## src/rtl/busfe_pkg.sv

```systemverilog
package busfe_pkg;

  // number of port/timer register slots behind the command/status slot
  localparam int PORT_REGS = 5;

  typedef struct packed {
    logic                 anyWe;     // a write commits this cycle
    logic                 ramWe;     // commit targets memory
    logic                 cmdWe;     // commit targets the command byte
    logic [PORT_REGS-1:0] regWe;     // commit targets a port/timer slot
    logic                 statClr;   // a status read has just finished
  } feStrobes_t;

endpackage

```

## src/rtl/busCtrl.sv

```systemverilog
module busCtrl
  import busfe_pkg::*;
#(
  parameter int SEL_W = 3
) (
  input  logic             clk,
  input  logic             rstN,
  input  logic             rdN,
  input  logic             wrN,
  input  logic             ceQ,
  input  logic             ioQ,
  input  logic [SEL_W-1:0] selQ,
  output feStrobes_t       stb,
  output logic             adOe
);

  logic rdPrev;
  logic wrPrev;
  logic wrDone;
  logic rdDone;
  logic [PORT_REGS-1:0] regHit;

  always_ff @(posedge clk or negedge rstN) begin
    if (!rstN) begin
      rdPrev <= 1'b1;
      wrPrev <= 1'b1;
    end else begin
      rdPrev <= rdN;
      wrPrev <= wrN;
    end
  end

  // strobe end: low at the previous edge, high now
  assign wrDone = !wrPrev && wrN && ceQ;
  assign rdDone = !rdPrev && rdN && ceQ;

  generate
    for (genvar k = 0; k < PORT_REGS; k++) begin : g_slot
      assign regHit[k] = (selQ == SEL_W'(k + 1));
    end
  endgenerate

  always_comb begin
    stb.anyWe   = wrDone;
    stb.ramWe   = wrDone && !ioQ;
    stb.cmdWe   = wrDone && ioQ && (selQ == '0);
    stb.regWe   = (wrDone && ioQ) ? regHit : '0;
    stb.statClr = rdDone && ioQ && (selQ == '0);
  end

  assign adOe = !rdN && ceQ;


  ctrl_we_onehot_chk: assert property (@(posedge clk) disable iff (!rstN)
    $onehot0({stb.ramWe, stb.cmdWe, stb.regWe}));

endmodule

```

## src/rtl/busData.sv

```systemverilog
module busData
  import busfe_pkg::*;
#(
  parameter int DATA_W = 8,
  parameter int ADDR_W = 8,
  parameter int SEL_W  = 3,
  parameter int STAT_W = 7
) (
  input  logic                 clk,
  input  logic                 rstN,
  input  logic                 ale,
  input  logic                 wrN,
  input  logic                 rdN,
  input  logic [DATA_W-1:0]    adIn,
  input  logic                 chipEn,
  input  logic                 ioSel,
  input  feStrobes_t           stb,
  input  logic                 adOe,
  input  logic [STAT_W-1:0]    statusIn,
  input  logic [DATA_W-1:0]    regRdData,
  output logic                 ceQ,
  output logic                 ioQ,
  output logic [SEL_W-1:0]     selQ,
  output logic [DATA_W-1:0]    adOut,
  output logic [DATA_W-1:0]    cmdByte,
  output logic                 cmdLoad,
  output logic [PORT_REGS-1:0] regWrStb,
  output logic [DATA_W-1:0]    regWrData,
  output logic                 timerFlagClr
);

  localparam int RAM_DEPTH = 1 << ADDR_W;
  localparam int PAD_W     = DATA_W - STAT_W;

  logic [ADDR_W-1:0] addrQ;
  logic [DATA_W-1:0] wrBuf;
  logic [DATA_W-1:0] ram [RAM_DEPTH];
  logic [DATA_W-1:0] ramRd;
  logic [DATA_W-1:0] regRd;

  // address phase: follow the bus while ale is high, hold after it falls
  always_ff @(posedge clk or negedge rstN) begin
    if (!rstN) begin
      addrQ <= '0;
      ceQ   <= 1'b0;
      ioQ   <= 1'b0;
    end else if (ale) begin
      addrQ <= adIn[ADDR_W-1:0];
      ceQ   <= chipEn;
      ioQ   <= ioSel;
    end
  end

  assign selQ = addrQ[SEL_W-1:0];

  // data phase: keep the last byte seen while the write strobe is low
  always_ff @(posedge clk or negedge rstN) begin
    if (!rstN) wrBuf <= '0;
    else if (!wrN) wrBuf <= adIn;
  end

  always_ff @(posedge clk) begin
    if (stb.ramWe) ram[addrQ] <= wrBuf;
  end

  assign ramRd = ram[addrQ];

  always_ff @(posedge clk or negedge rstN) begin
    if (!rstN) begin
      cmdByte      <= '0;
      cmdLoad      <= 1'b0;
      regWrStb     <= '0;
      regWrData    <= '0;
      timerFlagClr <= 1'b0;
    end else begin
      cmdLoad      <= stb.cmdWe;
      regWrStb     <= stb.regWe;
      timerFlagClr <= stb.statClr;
      if (stb.cmdWe) cmdByte   <= wrBuf;
      if (stb.anyWe) regWrData <= wrBuf;
    end
  end

  // register-file read mux; slot 0 on reads is status, never the command
  always_comb begin
    regRd = '0;
    if (selQ == '0)
      regRd = {{PAD_W{1'b0}}, statusIn};
    else if (selQ <= SEL_W'(PORT_REGS))
      regRd = regRdData;
  end

  assign adOut = adOe ? (ioQ ? regRd : ramRd) : '0;


  cmd_stable_chk: assert property (@(posedge clk) disable iff (!rstN)
    !cmdLoad |-> $stable(cmdByte));


  cmd_after_write_chk: assert property (@(posedge clk) disable iff (!rstN)
    cmdLoad |-> ($past(wrN) && !$past(wrN, 2)));


  clr_pulse_chk: assert property (@(posedge clk) disable iff (!rstN)
    timerFlagClr |=> !timerFlagClr);


  clr_after_read_chk: assert property (@(posedge clk) disable iff (!rstN)
    timerFlagClr |-> ($past(rdN) && !$past(rdN, 2)));


  wr_strobe_onehot_chk: assert property (@(posedge clk) disable iff (!rstN)
    $onehot0({cmdLoad, regWrStb}));


  bus_release_chk: assert property (@(posedge clk) disable iff (!rstN)
    !adOe |-> (adOut == '0));

endmodule

```

## src/rtl/busFrontEnd.sv

```systemverilog
module busFrontEnd
  import busfe_pkg::*;
#(
  parameter int DATA_W = 8,
  parameter int ADDR_W = 8,
  parameter int SEL_W  = 3,
  parameter int STAT_W = 7
) (
  input  logic                 clk,
  input  logic                 rstN,
  input  logic                 ale,
  input  logic [DATA_W-1:0]    adIn,
  output logic [DATA_W-1:0]    adOut,
  output logic                 adOe,
  input  logic                 rdN,
  input  logic                 wrN,
  input  logic                 chipEn,
  input  logic                 ioSel,
  input  logic [STAT_W-1:0]    statusIn,
  input  logic [DATA_W-1:0]    regRdData,
  output logic [SEL_W-1:0]     regSel,
  output logic [DATA_W-1:0]    cmdByte,
  output logic                 cmdLoad,
  output logic [PORT_REGS-1:0] regWrStb,
  output logic [DATA_W-1:0]    regWrData,
  output logic                 timerFlagClr
);

  feStrobes_t stb;
  logic       ceQ;
  logic       ioQ;
  logic [SEL_W-1:0] selQ;

  busCtrl #(.SEL_W(SEL_W)) uCtrl (
    .clk  (clk),
    .rstN (rstN),
    .rdN  (rdN),
    .wrN  (wrN),
    .ceQ  (ceQ),
    .ioQ  (ioQ),
    .selQ (selQ),
    .stb  (stb),
    .adOe (adOe)
  );

  busData #(
    .DATA_W (DATA_W),
    .ADDR_W (ADDR_W),
    .SEL_W  (SEL_W),
    .STAT_W (STAT_W)
  ) uData (
    .clk          (clk),
    .rstN         (rstN),
    .ale          (ale),
    .wrN          (wrN),
    .rdN          (rdN),
    .adIn         (adIn),
    .chipEn       (chipEn),
    .ioSel        (ioSel),
    .stb          (stb),
    .adOe         (adOe),
    .statusIn     (statusIn),
    .regRdData    (regRdData),
    .ceQ          (ceQ),
    .ioQ          (ioQ),
    .selQ         (selQ),
    .adOut        (adOut),
    .cmdByte      (cmdByte),
    .cmdLoad      (cmdLoad),
    .regWrStb     (regWrStb),
    .regWrData    (regWrData),
    .timerFlagClr (timerFlagClr)
  );

  assign regSel = selQ;

endmodule

```

## config.mk

```make
export PLATFORM = sky130hd
export DESIGN_NAME = busFrontEnd
export DESIGN_NICKNAME = d
export VERILOG_FILES = /design/src/rtl/busfe_pkg.sv /design/src/rtl/busCtrl.sv /design/src/rtl/busData.sv /design/src/rtl/busFrontEnd.sv
export SDC_FILE = /design/constraint.sdc
export NUM_CORES = 2
export LEC_CHECK = 0
export BUFFER_PORTS_ARGS = -buffer_cell sky130_fd_sc_hd__buf_2
export CAP_MARGIN = 20
export CORE_MARGIN = 2
export CORE_UTILIZATION = 34
export CTS_CLUSTER_DIAMETER = 120
export DETAILED_ROUTE_END_ITERATION = 7
export MAX_ROUTING_LAYER = met4
export PLACE_DENSITY = 0.49
export SLEW_MARGIN = 30
export SYNTH_ARGS = -nofsm -noshare
export SYNTH_HDL_FRONTEND = slang
export SYNTH_SLANG_ARGS = --single-unit
```

## constraint.sdc

```tcl
create_clock -name clk -period 5.1 [get_ports clk]
set_input_delay 0.51 -clock clk [delete_from_list [all_inputs] [get_ports clk]]
set_output_delay 0.51 -clock clk [all_outputs]
set_load 0.005 [all_outputs]
```

==> results.yml <==
logic_synthesis:
  synth_area_per_cell_um2: 20.4
  async_reset_ff_share_pct: 2.06
  yosys_warnings: 0
  ys.flop_type: "edfxtp_1"
  synth_area_leaders: "edfxtp_1 (76%), mux4_2 (11%), mux2i_1 (2.7%)"
  synth_area_um2: 81000
  yosysMostFrequentCell: "edfxtp_1"
  synth.largest_area_cell: "edfxtp_1"
  ys_seq_elements: 2091
  ys_seq_area_share_pct: 77.2
  syn_nets: 4002
  ys_types: 56
  syn_inst: 3972
  synthTopCellsByCount: "edfxtp_1 (2048), mux4_2 (406), nor2_1 (283)"
  synth-edff-count: 2048
  synth.top_cell.area_share_pct: 75.9
worst_setup_path:
  cp.required_ps: 4590
  crit_path_start_kind: "flop"
  worstSetupEndpointType: "primary output"
  r2r_start: "uData.addrQ[0]"
  reg2reg_depth: 7
  rrSetupSlack_ps: 1130
  path_class: "reg2out"
  worstReg2RegEnd: "uData.ram[81][4]"
  crit_fanout: 16
  crit_arrival_ps: 4610
  critical_path.startpoint: "uData.addrQ[0]"
final_layout:
  fin_area_um2: 95400
  multi_input_area_um2: 17700
  syn_to_final_growth_pct: 17.7
  final_nets: 4471
  fillers: 21261
  ff_latch_area_um2: 62600
  drive_gt1_share_pct: 28.7
outcome:
  status: "finished, violations left"
  failed_checks: "setup timing"
timing:
  rsz0062_at_grt: "yes"
  setup_violations: 1
  hold_violations: 0
  setup_tns_ps: -23.5
  skew_ps: 35.0
  post-route-period-util_pct: 100
  fin_ws_ps: -23.5
  slew_headroom_pct: 30.8
  slew_violations: 0
  worst_pin_slew_ps: 1030
  fmax_ghz: 0.195
  period_minus_slack_ps: 5120
run:
  cap_violations: 0
clock_tree:
  clk_pin_slew_worst_paths_ps: 60
  numCtsBuffers: 218
  cts-root-buf: "clkbuf_16"
  cts.path.max_buffers: 3
  cts.sinks: 2091
  htree_levels: 4
  insertion_delay_ps: 880
  cts_tree: "yes"
floorplan:
  dieArea_um2: 242000
  fp.dieH_um: 492
  start_util_pct: 34.1
  rows: 179
  io_pins: 65
  die_x_um: 492
  core_area_um2: 237000
hold_path:
  hold_path.class: "in2reg"
  min_to: "uData.addrQ[4]"
  min_from: "ale"
  holdPathStages: 3
global_route:
  grt_pass1_wl_mm: 326
  antenna_found_initial: 8
  grt_overflow: 0
  grt_max_degree: 191
  grt.total_usage_pct: 19.5
  grt_pass1_vias: 41902
detailed_routing:
  ant_nets: 0
  post_drt_wl_per_cell_um: 29.9
  drtIter0Drc: 4434
  firstDrtPassIters: 6
  vias: 41320
  detail_route.wirelength_mm: 233
  drc: 0
  vias_per_cell: 5.30
placed_design:
  io_buffers: 64
  dpl_cell_area_um2: 87400
  dp.final_hpwl_mm: 146
  gp_congestion: 0.852
power:
  ir_drop_v: 0.000312
  power.leakage_nw: 30.5
  powerDensity_nw_per_um2: 402
[repair_timing]
item | CTS | global route
hold endpoints to repair | 60 | 0
gates resized for setup | 97 | 9
gates cloned | 2 | 0
hold buffers | 13 | 0
buffers inserted | 23 | 0
pin swaps | 14 | 8
endpoints found under the setup margin | 8 | 7
[kinds of logic after synthesis]
kind of cell    share of synthesized area, %
compound gates                          3.18
buf+inv                                 1.65
flops                                   77.2
mux                                     14.6
simple gates                            3.36
[critical path: stages, from the launching register on]
cell,delay [ps]
dfrtp_4,570
buf_4,250
or4b_2,940
o22ai_1,350
or4_1,240
a21oi_1,70
a31oi_1,710
nor4_4,120
o22ai_1,170
buf_4,190
buf_2,120
[final cells by class]
type	instances	share of cell area, %
diodes	3	0.00787
clock buffers	274	6.00
clock inverters	131	1.25
inverters	7	0.0275
multi-input cells	1639	18.6
flip-flops and latches	2091	65.6
well taps	3167	4.15
repair buffers	484	4.33
[sequential cells by signal (all words and copies together), names as in the netlist]
name,flops
uData.cmdByte,8
uData.timerFlagClr,1
uCtrl.rdPrev,1
uData.wrBuf,8
uData.ioQ,1
uData.ceQ,1
uData.ram,2048
uData.regWrData,8
uCtrl.wrPrev,1
uData.cmdLoad,1
uData.addrQ,8
uData.regWrStb,5
[cell usage in the layout (no fill, tap or decap), types with 28 or more instances in the layout]
master	instances
mux2_2	35
dfrtp_1	28
buf_12	28
buf_2	64
a21oi_1	49
clkbuf_16	221
clkinv_1	55
clkbuf_1	53
mux4_2	406
a221oi_1	31
o22ai_1	58
clkinv_2	32
buf_4	359
nor2_1	273
mux2i_1	214
a22oi_1	96
edfxtp_1	2048
nand2_1	144
nand3_1	31
[metrics by stage]
stage	hold slack, ps	utilization, %	power [W]	instances	setup slack [ps]
6_report	69.1	40.2	0.0384	7796	-23.5
5_1_grt	48.4	40.2	0.0395	7794	-30.1
4_1_cts	2.51	40.1	0.0387	7790	-33.3
3_5_place_dp	465	36.8	0.0231	7347	-116
3_3_place_gp	454	36.8	0.0230	7346	-170
2_1_floorplan	214	-	0.0216	3972	1090
[metal layers]
layer  vias up  track usage [%]  wire [um]
met4         0             6.13       7160
li1      17423                -          -
met3       298             2.77      12400
met2      1287             30.4     111000
met1     22312             26.6     102000
met5         -                -          0
[power by group]
group          total [W]  leakage, nW  switching [W]  internal [W]
Combinational    0.00353         8.26        0.00224       0.00129
Clock             0.0155         3.35        0.00668       0.00881
Sequential        0.0193         18.9       0.000150        0.0192
[worst max path at each step]
stage,slack (ps),cells after the start,to
2_1_floorplan,1090,0,uData.ram[0][0]
3_3_place_gp,-170,11,adOut[4]
3_5_place_dp,-120,11,adOut[4]
4_1_cts,-30,10,adOut[0]
5_1_grt,-30,13,adOut[5]
6_report,-20,10,adOut[5]
No activity file was read; power rests on OpenSTA's default activity.
